<file path="src/rtl/link_resync_pkg.sv">
package link_resync_pkg;
  typedef enum logic {
    ST_LINK = 1'b0,
    ST_ATTN = 1'b1
  } lr_state_e;
endpackage

</file>
<file path="src/rtl/lr_err_counter.sv">
module lr_err_counter #(
  parameter int ERR_LIMIT = 2
) (
  input  logic clk,
  input  logic rst_n,
  input  logic inc,
  input  logic clr,
  output logic limit_hit
);
  localparam int CNT_W = $clog2(ERR_LIMIT + 1);
  localparam logic [CNT_W-1:0] LAST = CNT_W'(ERR_LIMIT - 1);

  logic [CNT_W-1:0] cnt_q, cnt_d;
  logic             cnt_en;

  assign limit_hit = inc && (cnt_q == LAST);

  always_comb begin
    cnt_en = inc || clr;
    cnt_d  = cnt_q;
    if (clr || limit_hit) cnt_d = '0;
    else if (inc)         cnt_d = cnt_q + 1'b1;
  end

  always_ff @(posedge clk or negedge rst_n) begin
    if (!rst_n)      cnt_q <= '0;
    else if (cnt_en) cnt_q <= cnt_d;
  end

  // the run length never reaches the limit while stored
  a_r3_cnt_below_limit: assert property (@(posedge clk) disable iff (!rst_n)
    cnt_q < CNT_W'(ERR_LIMIT));
  // a clear empties the run
  a_r4_clr_empties: assert property (@(posedge clk) disable iff (!rst_n)
    clr |=> cnt_q == '0);
endmodule

</file>
<file path="src/rtl/lr_id_match.sv">
module lr_id_match #(
  parameter int ID_W = 8
) (
  input  logic            attn_flag,
  input  logic [ID_W-1:0] rx_id,
  input  logic [ID_W-1:0] own_id,
  output logic            match
);
  assign match = attn_flag && (rx_id == own_id);
endmodule

</file>
<file path="src/rtl/link_resync_ctrl.sv">
module link_resync_ctrl
  import link_resync_pkg::*;
#(
  parameter int ID_W      = 8,
  parameter int ERR_LIMIT = 2
) (
  input  logic            clk,
  input  logic            rst_n,
  input  logic [ID_W-1:0] local_id,
  input  logic            msg_valid,
  input  logic            msg_err,
  input  logic            msg_attn,
  input  logic [ID_W-1:0] msg_id,
  output logic            rx_ok,
  output logic            tx_attn,
  output logic [ID_W-1:0] tx_id,
  output logic            sync_done
);
  lr_state_e state_q, state_d;
  logic      ok_q, ok_d, sync_q, sync_d;
  logic      bad_msg, good_msg, in_link, run_inc, run_clr, run_hit, id_hit;

  assign bad_msg  = msg_valid && msg_err;
  assign good_msg = msg_valid && !msg_err;
  assign in_link  = (state_q == ST_LINK);
  assign run_inc  = in_link && bad_msg;
  assign run_clr  = (in_link && good_msg) || !in_link;

  lr_err_counter #(.ERR_LIMIT(ERR_LIMIT)) u_run (
    .clk       (clk),
    .rst_n     (rst_n),
    .inc       (run_inc),
    .clr       (run_clr),
    .limit_hit (run_hit)
  );

  lr_id_match #(.ID_W(ID_W)) u_match (
    .attn_flag (msg_attn),
    .rx_id     (msg_id),
    .own_id    (local_id),
    .match     (id_hit)
  );

  always_comb begin
    state_d = state_q;
    ok_d    = ok_q;
    sync_d  = 1'b0;
    unique case (state_q)
      ST_LINK: begin
        if (bad_msg) begin
          ok_d = 1'b0;
          if (run_hit) state_d = ST_ATTN;
        end else if (good_msg && !msg_attn) begin
          ok_d = 1'b1;
        end
      end
      ST_ATTN: begin
        ok_d = 1'b0;
        if (good_msg && id_hit) begin
          state_d = ST_LINK;
          sync_d  = 1'b1;
        end
      end
      default: state_d = ST_LINK;
    endcase
  end

  always_ff @(posedge clk or negedge rst_n) begin
    if (!rst_n) begin
      state_q <= ST_LINK;
      ok_q    <= 1'b0;
      sync_q  <= 1'b0;
    end else begin
      state_q <= state_d;
      ok_q    <= ok_d;
      sync_q  <= sync_d;
    end
  end

  assign rx_ok     = ok_q;
  assign tx_attn   = (state_q == ST_ATTN);
  assign sync_done = sync_q;
  assign tx_id     = tx_attn ? local_id : '0;

  a_r2_err_drops_ok: assert property (@(posedge clk) disable iff (!rst_n)
    (msg_valid && msg_err) |=> !rx_ok);
  a_r3_attn_entry_cause: assert property (@(posedge clk) disable iff (!rst_n)
    $rose(tx_attn) |-> $past(msg_valid && msg_err));
  a_r5_attn_no_ok: assert property (@(posedge clk) disable iff (!rst_n)
    tx_attn |-> !rx_ok);
  a_r6_exit_needs_match: assert property (@(posedge clk) disable iff (!rst_n)
    $fell(tx_attn) |-> $past(msg_valid && !msg_err && msg_attn && msg_id == local_id));
  a_r7_sync_single: assert property (@(posedge clk) disable iff (!rst_n)
    sync_done |=> !sync_done);
  a_r7_sync_on_exit: assert property (@(posedge clk) disable iff (!rst_n)
    sync_done |-> (!tx_attn && $past(tx_attn)));
  a_r8_ok_cause: assert property (@(posedge clk) disable iff (!rst_n)
    $rose(rx_ok) |-> $past(msg_valid && !msg_err && !msg_attn));
  a_r9_idle_holds: assert property (@(posedge clk) disable iff (!rst_n)
    !msg_valid |=> ($stable(rx_ok) && $stable(tx_attn)));
endmodule

</file>
<file path="config.mk">
export PLATFORM = sky130hd
export DESIGN_NAME = link_resync_ctrl
export DESIGN_NICKNAME = d
export VERILOG_FILES = /design/src/rtl/link_resync_pkg.sv /design/src/rtl/lr_err_counter.sv /design/src/rtl/lr_id_match.sv /design/src/rtl/link_resync_ctrl.sv
export SDC_FILE = /design/constraint.sdc
export NUM_CORES = 1
export LEC_CHECK = 0
export ABC_AREA = 1
export BUFFER_PORTS_ARGS = -buffer_cell sky130_fd_sc_hd__buf_2
export CAP_MARGIN = 20
export CELL_PAD_IN_SITES_DETAIL_PLACEMENT = 1
export CELL_PAD_IN_SITES_GLOBAL_PLACEMENT = 2
export CORE_ASPECT_RATIO = 1.4
export CORE_MARGIN = 2
export CORE_UTILIZATION = 18
export CTS_CLUSTER_DIAMETER = 50
export DETAILED_ROUTE_END_ITERATION = 8
export PLACE_DENSITY = 0.86
export SYNTH_ARGS = -nofsm -noshare
export SYNTH_HDL_FRONTEND = slang
export SYNTH_HIERARCHICAL = 1
export SYNTH_SLANG_ARGS = --single-unit
</file>
<file path="constraint.sdc">
create_clock -name clk -period 1.3 [get_ports clk]
set_input_delay 0.195 -clock clk [delete_from_list [all_inputs] [get_ports clk]]
set_output_delay 0.195 -clock clk [all_outputs]
set_load 0.05 [all_outputs]
</file>
# Word-level counts from Yosys, hierarchy flattened
# Index checks and enable logic that the tools add are counted.
dict set report word_totals {
  romBits 0
  ff_bits 5
  output_inout_bits 11
  ram_bits 0
  latchBits 0
  memories 0
  elab_cells 36
}
dict set report classes {
  n_shift 0
  n_eq_ne 3
  mux 12
  n_lt_le_gt_ge 0
  reduce_logical 15
  div 0
  n_addsub 1
  bitwise_logic 1
  multipliers 0
}
# op count
set ops {}
lappend ops {{$eq 8x8->1} 1}
lappend ops {{$logic_and 1x1->1} 8}
lappend ops {{$mux 8} 1}
lappend ops {{$mux 1} 7}
lappend ops {{$mux 2} 2}
lappend ops {{$pmux 1 s2} 2}
lappend ops {{$logic_or 1x1->1} 3}
lappend ops {{$ne 3x2->1 const B} 1}
lappend ops {{$add 2x1->2 const B} 1}
lappend ops {{$eq 2x1->1 const B} 1}
lappend ops {{$logic_not 1->1} 2}
lappend ops {{$reduce_and 2->1} 1}
lappend ops {{$reduce_bool 2->1} 1}
lappend ops {{$not 1->1} 1}

# Longest topological paths before layout
# Gate-level depths: netlist (run 1).
dict set report depth {
  depth_word 7
  depth_mapped 9
  depth_no_buf 9
}

# Modules after synthesis
# Netlist (run 1), hierarchy kept.
# module seq_area_each_um2 cells_per_inst area_per_inst_um2 instances
set by_module_without_submodules {}
lappend by_module_without_submodules {link_resync_ctrl 75.1 36 219.0 1}
lappend by_module_without_submodules {lr_id_match 0.0 35 152.6 1}
lappend by_module_without_submodules {lr_err_counter 50.0 16 122.6 1}

# Worst setup path after synthesis (run 1)
# No wires, ideal clock.
dict set report synth_path {
  path_kind {register to register}
  start {reg state_q, in the netlist tx_attn}
  end {reg state_q, in the netlist tx_attn}
  setup_ns 0.078
  path_slack_ns -0.143
  stages_incl_launch_ff 7
  period_less_slack_ns 1.443
  t_arrival_ns 1.365
  path_cell_list {dfrtp_1 -> buf_6 -> nor2_1 -> nand2_2 -> inv_1 -> nand3_1 -> o21ai_2}
}
dict set report synth_between {
  elab_chain_len 6
}
# element line
set synth_lines {}
lappend synth_lines {{from (decl)} link_resync_ctrl.sv:19} ;# lr_state_e state_q, state_d;
lappend synth_lines {{from (signal assigned)} link_resync_ctrl.sv:74} ;# state_q <= state_d;
lappend synth_lines {{$not 1->1} -}
lappend synth_lines {{$logic_and 1x1->1} link_resync_ctrl.sv:26} ;# assign run_inc = in_link && bad_msg;
lappend synth_lines {{via run_inc} link_resync_ctrl.sv:21} ;# logic bad_msg, good_msg, in_link, run_inc, run_clr, run_hit, id_hit;
lappend synth_lines {{$logic_and 1x1->1} lr_err_counter.sv:16} ;# assign limit_hit = inc && (cnt_q == LAST);
lappend synth_lines {{via run_hit} link_resync_ctrl.sv:21}
lappend synth_lines {{$mux 1} link_resync_ctrl.sv:52} ;# if (run_hit) state_d = ST_ATTN;
lappend synth_lines {{$mux 1} link_resync_ctrl.sv:50} ;# if (bad_msg) begin
lappend synth_lines {{$pmux 1 s2} link_resync_ctrl.sv:48} ;# unique case (state_q)
lappend synth_lines {{via state_d} link_resync_ctrl.sv:19}
# The timed path passes the listed nets, and every way through them passes these cells.
# A chain may end at the register's enable or synchronous reset.

# Worst setup path in the final report (run 1)
dict set report layout_path {
  start {reg state_q, in the netlist tx_attn}
  end {out tx_id[7]}
}
dict set report layout_between {
  elab_chain_len 1
}
# element line
set layout_lines {}
lappend layout_lines {{$mux 8} link_resync_ctrl.sv:83} ;# assign tx_id = tx_attn ? local_id : '0;
lappend layout_lines {{to (decl)} link_resync_ctrl.sv:16} ;# output logic [ID_W-1:0] tx_id,
# Every way passes these cells.

==> impl_metrics.ini, run 1 <==
[sta]
drv_slew = 0
setup_tns_ns = 0
period_share = 0.958
max_clock_freq_mhz = 803
fin_worst_skew_ns = 0.00481
fin_crit_ns = 1.25
timing_worst_slew_pin_value_ns = 0.251
rsz0062_at_grt = yes
hold_violations = 0
slew_headroom = 0.834
setup_violations = 0

[place]
hpwlAfterDp_um = 1230
numPortBuffers = 31
placed_area_um2 = 687
place.gp.congestion = 0.687
numPlacedInstances = 153

[clock_network]
cts_made_buffers = 3
insertion_delay_ns = 0.24
clockBufferDepth = 2
htreeDepth = 1
clkTransAtPathRegs_ns = 0.04
tritoncts = done
clock-root-buffer = clkbuf_4
clock_sinks = 5

[worst_setup_path]
cpPeakStageDelay_ns = 0.47
worst-endpoint-arrival_ns = 1.05
reg2reg_to = tx_attn$_DFF_PN0_
ff2ff_path_depth = 5
cp-end-kind = output port
r2r_setup_slack_ns = 0.19
cp-start-kind = flip-flop
crit_required_ns = 1.11
r2r_start = tx_attn$_DFF_PN0_
cp_slowest_cell = dfrtp_2
critPathMaxFanout = 11
worstSetupPathType = reg -> out
crit_chain = nand2_1 -> inv_1 -> clkbuf_4

[layout]
final_common_cell = nand2_1
fin_nets = 146
synthToLayoutAreaGrowth_pct = 53.4
final_cell_mix = nand2_1 (30), inv_1 (25), buf_2 (23)
instances_no_fill = 159
drive_above_1_share = 0.374
final_util = 0.290
finalInstanceArea_um2 = 758
antennaDiodeCount = 0

[power]
ir_drop_mv = 0.752
clockPowerShare = 0.146
pwr_density_cell_nw_per_um2 = 1580
p_int_uw = 558
p_sw_uw = 638
power_mw = 1.20
seqPwrFrac = 0.222
sw_frac_of_total = 0.534
power.leakage_nw = 0.503
combPwrFrac = 0.631

[global_route]
antenna_found_initial = 0
grt-ovfl-total = 0
grt_pass1_vias = 642
grt_pass1_wl_um = 2420
grt_max_degree = 12
grt_util_all_layers = 0.100

[routing]
dr.first_iter.drc_count = 5
drcViolationCount = 0
detail-route-antenna-nets = 0
routed_via_density = 3.81
drt_pass1_iterations = 4
routed_wirelength_um = 1400
wl_per_cell_um = 8.80
num_vias = 605

[synthesis]
ys_ff_latch = 5
synth_top_area_frac = 0.253
yosysTopAreaCell = dfrtp_1
synth.avg_cell_area_um2 = 5.68
synth_nets = 109
ys_top_cells_by_area = dfrtp_1 (25%), nand2_1 (23%), inv_1 (19%)
synth-seq-area-share = 0.253
synth_cell_types = 16
synth_area_um2 = 494
syn_inst = 87
yosys_warnings = 6

[die]
fp.dieW_um = 48.3
initial_core_util = 0.189
io_pins = 32
row_count = 22
die_area_um2 = 3190
die_h_um = 66
core_um2 = 2620

[min_path]
hold_path_class = in -> reg
min_from = msg_err
whs_path_depth = 3
whs_endpoint = tx_attn$_DFF_PN0_

[run]
cap_violations = 0

[outcome]
status = finished, final reports clean
[worst max path at each step]
stage	to	cells past startpoint	slack, ns	from
CTS	tx_id[7]	3	0.003	tx_attn$_DFF_PN0_
finish	tx_id[7]	3	0.05	tx_attn$_DFF_PN0_
global route	tx_id[7]	3	-0.01	tx_attn$_DFF_PN0_
detailed placement	tx_attn$_DFF_PN0_	5	0.15	tx_attn$_DFF_PN0_
floorplan	tx_id[1]	3	0.04	tx_attn$_DFF_PN0_
global placement	tx_attn$_DFF_PN0_	5	0.19	tx_attn$_DFF_PN0_
[cells by family (layout without fill, tap and decap cells)]
logic type | count (synthesis) | count (layout) | share of synthesized area
buffers and inverters | 28 | 64 | 0.228
AO/OA/AOI/OAI | 5 | 5 | 0.0709
adder cells (fa/ha/maj) | 1 | 1 | 0.0253
AND/OR/NAND/NOR | 46 | 46 | 0.387
flip-flops | 5 | 5 | 0.253
XOR/XNOR | 2 | 2 | 0.0354
[routing by layer]
layer  track usage  vias up  part of all wire
met3       0.00820        0             0.076
met1         0.103      260              0.38
met2         0.194       26              0.54
li1              -      319                 -
met5             0        -                 0
met4        0.0304        0                 0
[power by group through the flow]
stage	clock network [mW]	registers [mW]	logic, mW
finish	0.175	0.266	0.755
global route	0.197	0.276	0.820
CTS	0.184	0.268	0.742
detailed placement	0	0.282	0.678
global placement	0	0.279	0.660
floorplan	0	0.308	0.492
[cells in the mapped netlist, drive strengths merged]
master	instances
nand3	5
buf	1
inv	27
nand2	33
dfrtp	5
xnor2	2
a21oi	2
nor2	8
ha	1
o21ai	2
o21a	1
[worst max-delay path, delay by kind of cell, from the launching register on]
kind	cells	cell delay, ns
and+or+nand+nor	1	0.08
buffers and inverters	2	0.27
DFF	1	0.47
[flip-flops by register name, summed over array words and instances, names as in the netlist]
name and count:
rx_ok 1, tx_attn 1, u_run/cnt_q 2, sync_done 1
[per-stage QoR]
stage               hold WS [ns]  setup WS [ns]
floorplan                 -0.101         0.0397
global placement          0.0129          0.189
detailed placement        0.0147          0.147
CTS                        0.232        0.00283
global route               0.246        -0.0103
finish                     0.238         0.0548
[final cells by class]
cell class              count  area, um^2
inverters                  27         101
fillers                   355        1860
clock buffers               4        26.3
flip-flops and latches      5         126
repair buffers             33         200
well taps                  36        45.0
multi-input cells          54         259
[what timing repair did]
item / 4_1_cts / 5_1_grt
endpoints found under the setup margin: 8 / 5
pin swaps: 0 / 0
cloned: 0 / 0
gates resized for setup: 5 / 6
setup buffers: 1 / 0
hold buffers: 1 / 0
endpoints found under the hold margin: 5 / 0
(Power assumes the default switching activity.)
==> run 2, diff against run 1 <==
- CORE_ASPECT_RATIO: 1.4 -> 1.5
==> impl_metrics.ini, run 2 (synthesis gave the netlist of run 1 again) <==
[routing]
num_vias = 616
wl_per_cell_um = 8.57
routed_wirelength_um = 1390
drcViolationCount = 0
drt_pass1_iterations = 3
routed_via_density = 3.80
dr.first_iter.drc_count = 8
detail-route-antenna-nets = 0

[power]
power.leakage_nw = 0.523
combPwrFrac = 0.616
clockPowerShare = 0.211
p_sw_uw = 662
power_mw = 1.35
pwr_density_cell_nw_per_um2 = 1720
seqPwrFrac = 0.173
sw_frac_of_total = 0.489
ir_drop_mv = 0.443
p_int_uw = 691

[clock_network]
clkTransAtPathRegs_ns = 0.04
htreeDepth = 1
clockBufferDepth = 2
cts_made_buffers = 3
tritoncts = done
clock_sinks = 5
clock-root-buffer = clkbuf_8
insertion_delay_ns = 0.22

[worst_setup_path]
worstSetupPathType = reg -> out
cpPeakStageDelay_ns = 0.41
crit_family = flip-flops
worst-endpoint-arrival_ns = 1.06
crit_chain = buf_4 -> nand2_1 -> inv_1 -> buf_4
crit_required_ns = 1.11
cp-start-kind = flip-flop
critPathMaxFanout = 5
crit_buf_inv = 3
cp_slowest_cell = dfrtp_2
crit_path_frequent_cell = buf_4
cp-end-kind = output port

[place]
hpwlAfterDp_um = 1190
pre_cts_slack_ns = 0.135
numPortBuffers = 31
placed_area_um2 = 688
numPlacedInstances = 154
place.gp.congestion = 0.660

[layout]
instances_no_fill = 162
final_common_cell = nand2_1
final_util = 0.297
synthToLayoutAreaGrowth_pct = 59.0
largest_register_ffs = 2
finalInstanceArea_um2 = 786
drive_above_1_share = 0.384
antennaDiodeCount = 0
fin_nets = 148
largest-register = u_run/cnt_q
final_cell_mix = nand2_1 (30), buf_2 (28), inv_1 (25)

[sta]
max_clock_freq_mhz = 795
period_share = 0.967
timing_worst_slew_pin_value_ns = 0.251
setup_tns_ns = 0
slew_headroom = 0.834
fin_worst_skew_ns = 0.00117
hold_violations = 0
hold_ws_ns = 0.255
fin_ws_ns = 0.0428
drv_slew = 0
setup_violations = 0
fin_crit_ns = 1.26

[run]
cap_violations = 0

[die]
row_count = 23
initial_core_util = 0.187
fp.dieW_um = 46.8
core_um2 = 2650
die_area_um2 = 3190
die_h_um = 68.2
io_pins = 32

[global_route]
grt-ovfl-total = 0
grt_pass1_vias = 601
grt_util_all_layers = 0.0952
grt_pass1_wl_um = 2250
antenna_found_initial = 0
grt_max_degree = 12

[outcome]
status = finished, final reports clean

[min_path]
hold_path_class = in -> reg
==> run 2: changes by cell type in the layout (fill, tap and decap cells not counted) <==
| cell | before | now |
|---|---|---|
| buf_12 | 0 | 1 |
| buf_2 | 23 | 28 |
| buf_4 | 5 | 4 |
| buf_6 | 2 | 0 |
| clkbuf_4 | 5 | 1 |
| clkbuf_8 | 0 | 3 |
==> run 2: final cells by class <==
cell class                 count  area, um^2
multi-input combinational     54         259
inverter                      27         101
timing repair buffer          35         208
sequential                     5         126
clock buffer                   4        45.0
tap                           37        46.3
fill                         384        1860
==> run 2: power groups by stage <==
stage          clock [mW]  combinational [mW]  sequential, mW
2_1_floorplan           0               0.492           0.308
3_3_place_gp            0               0.659           0.281
3_5_place_dp            0               0.667           0.285
4_1_cts             0.292               0.712           0.273
5_1_grt             0.307               0.906           0.241
6_report            0.285               0.833           0.235
==> run 2: final timing paths <==
kind / from / end / slack, ns / cells after the start
hold / removal: msg_err / tx_attn$_DFF_PN0_ / 0.25 / 3
setup / recovery: tx_attn$_DFF_PN0_ / tx_id[2] / 0.04 / 4
min in group asynchronous: rst_n / sync_done$_DFF_PN0_ / 0.33 / 2
setup reg to reg: tx_attn$_DFF_PN0_ / tx_attn$_DFF_PN0_ / 0.11 / 6
hold reg to reg: rx_ok$_DFFE_PN0P_ / rx_ok$_DFFE_PN0P_ / 0.51 / 2
max in group asynchronous: rst_n / tx_attn$_DFF_PN0_ / 0.82 / 2
==> run 2: layer usage <==
metal | vias up | track usage | share of wire
met5 | - | 0 | 0
met4 | 0 | 0.0313 | 0
met3 | 0 | 0.0185 | 0.084
met2 | 25 | 0.182 | 0.53
met1 | 272 | 0.0983 | 0.39
li1 | 319 | - | -
==> run 2: repair_timing <==
action,4_1_cts,5_1_grt
setup buffers,1,2
hold buffers,1,0
endpoints found under the hold margin,5,0
setup endpoints to repair,8,7
resized for setup,1,4
==> run 2: worst reg2reg max path: stages, from the launching register on <==
cell	delay, ns
dfrtp_2	0.41
buf_4	0.16
nor2_2	0.20
nand2_2	0.09
inv_1	0.06
nand3_1	0.08
o21ai_2	0.11
==> run 3, diff against run 2 <==
- BUFFER_PORTS_ARGS: -buffer_cell sky130_fd_sc_hd__buf_2 -> not set
- CELL_PAD_IN_SITES_DETAIL_PLACEMENT: 1 -> not set
- CELL_PAD_IN_SITES_GLOBAL_PLACEMENT: 2 -> not set
- CORE_AREA: not set -> 2 2 39 41
- CORE_ASPECT_RATIO: 1.5 -> not set
- CORE_MARGIN: 2 -> not set
- CORE_UTILIZATION: 18 -> not set
- DIE_AREA: not set -> 0 0 41 43
- DONT_BUFFER_PORTS: not set -> 1
- PLACE_DENSITY: 0.86 -> 0.61
==> impl_metrics.ini, run 3 (synthesis gave the netlist of run 1 again) <==
[worst_setup_path]
crit_chain = clkbuf_4 -> nand2_1 -> inv_1 -> buf_12
worst-endpoint-arrival_ns = 1.07
critPathMaxFanout = 6
crit_start = tx_attn$_DFF_PN0_
crit_path_end = tx_id[3]
crit_required_ns = 1.11
cp-start-kind = flip-flop
worstSetupPathType = reg -> out
reg2reg_to = tx_attn$_DFF_PN0_
cpPeakStageDelay_ns = 0.40
ff2ff_path_depth = 6
crit_cells = 4
crit_buf_inv = 3
cp_slowest_cell = dfrtp_2
r2r_setup_slack_ns = 0.12
r2r_start = tx_attn$_DFF_PN0_
crit_family = flip-flops
cp-end-kind = output port

[clock_network]
clkTransAtPathRegs_ns = 0.05
clockBufferDepth = 2
tritoncts = done
cts_made_buffers = 3
clock_sinks = 5
insertion_delay_ns = 0.24
htreeDepth = 1
clock-root-buffer = clkbuf_4

[routing]
drcViolationCount = 0
wl_per_cell_um = 9.33
num_vias = 513
routed_via_density = 4.31
routed_wirelength_um = 1110
drt_pass1_iterations = 4
dr.first_iter.drc_count = 9
detail-route-antenna-nets = 0

[sta]
rsz0062_at_grt = yes
fin_ws_ns = 0.0335
drv_slew = 0
fin_worst_skew_ns = 0.00148
hold_violations = 0
max_clock_freq_mhz = 790
setup_violations = 0
timing_worst_slew_pin_value_ns = 0.444
period_share = 0.974
slew_headroom = 0.704
fin_crit_ns = 1.27

[global_route]
grt_pass1_wl_um = 1790
grt_util_all_layers = 0.146
grt-ovfl-total = 0
grt_max_degree = 14
antenna_found_initial = 0
grt_pass1_vias = 495

[layout]
final_common_cell = nand2_1
final_cell_mix = nand2_1 (30), inv_1 (25), buf_12 (8)
largest_register_ffs = 2
synthToLayoutAreaGrowth_pct = 49.1
drive_above_1_share = 0.252
fin_nets = 126
nFillCells = 133
largest-register = u_run/cnt_q
antennaDiodeCount = 0

[die]
die_area_um2 = 1760
core_um2 = 1380
fp.dieW_um = 41
row_count = 14
initial_core_util = 0.357
io_pins = 32
die_h_um = 43

[min_path]
hold_path_class = in -> reg
whs_path_depth = 2
min_from = msg_err

[power]
power_mw = 1.37
p_int_uw = 722
pwr_density_cell_nw_per_um2 = 1860
ir_drop_mv = 0.735
p_sw_uw = 648
power.leakage_nw = 0.450
sw_frac_of_total = 0.473
seqPwrFrac = 0.165
clockPowerShare = 0.132
combPwrFrac = 0.703

[outcome]
status = finished, final reports clean

[place]
place.gp.congestion = 0.745
numPortBuffers = 0
pre_cts_slack_ns = 0.135
hpwlAfterDp_um = 895

[run]
cap_violations = 0
==> run 3: worst reg2reg max path: stages, from the launching register on <==
cell and delay [ns]:
dfrtp_2 0.40, clkbuf_4 0.17, nor2_2 0.21, nand2_2 0.09
inv_1 0.05, nand3_1 0.08, o21ai_2 0.10
==> run 3: final cells by class <==
type	instances	area [um^2]	area share
clock buffer	4	26.3	0.0357
inverter	27	101	0.138
multi-input combinational	54	259	0.351
tap	16	20.0	0.0272
sequential	5	126	0.171
timing repair buffer	13	204	0.277
==> run 3: worst min path at each step <==
stage,end
after floorplan,rx_ok$_DFFE_PN0P_
after global routing,rx_ok$_DFFE_PN0P_
after detailed placement,u_run/cnt_q[1]$_DFFE_PN0P_
after CTS,tx_attn$_DFF_PN0_
after global placement,u_run/cnt_q[0]$_DFFE_PN0P_
final,tx_attn$_DFF_PN0_
==> run 3: stage by stage <==
step                      utilization  instances  hold WS [ns]  area [um^2]  setup TNS [ns]
after global routing            0.533        119        0.0983          737         -0.0104
after floorplan                     -         87        -0.101          498               0
final                           0.533        119        0.0995          737               0
after global placement          0.493        112        -0.100          682               0
after detailed placement        0.493        112        -0.100          682               0
after CTS                       0.519        117        0.0924          718               0
==> run 3: what timing repair did <==
item / 4_1_cts / 5_1_grt
buffers inserted: 0 / 2
hold buffers: 1 / 0
endpoints found under the setup margin: 0 / 8
resized for setup: 0 / 2
endpoints found under the hold margin: 5 / 0
==> run 3: power by group through the flow <==
stage / clock network, mW / registers, mW / logic (mW)
4_1_cts: 0.191 / 0.279 / 0.863
2_1_floorplan: 0 / 0.308 / 0.492
3_3_place_gp: 0 / 0.275 / 0.853
6_report: 0.181 / 0.227 / 0.962
3_5_place_dp: 0 / 0.281 / 0.860
5_1_grt: 0.203 / 0.232 / 1.04
==> run 3: layer usage <==
metal  routed length (um)  vias up  track usage
met2                  489       28        0.216
met3                  125        2       0.0314
li1                     -      280            -
met5                    0        -            0
met4                   14        0        0.100
met1                  479      203        0.179
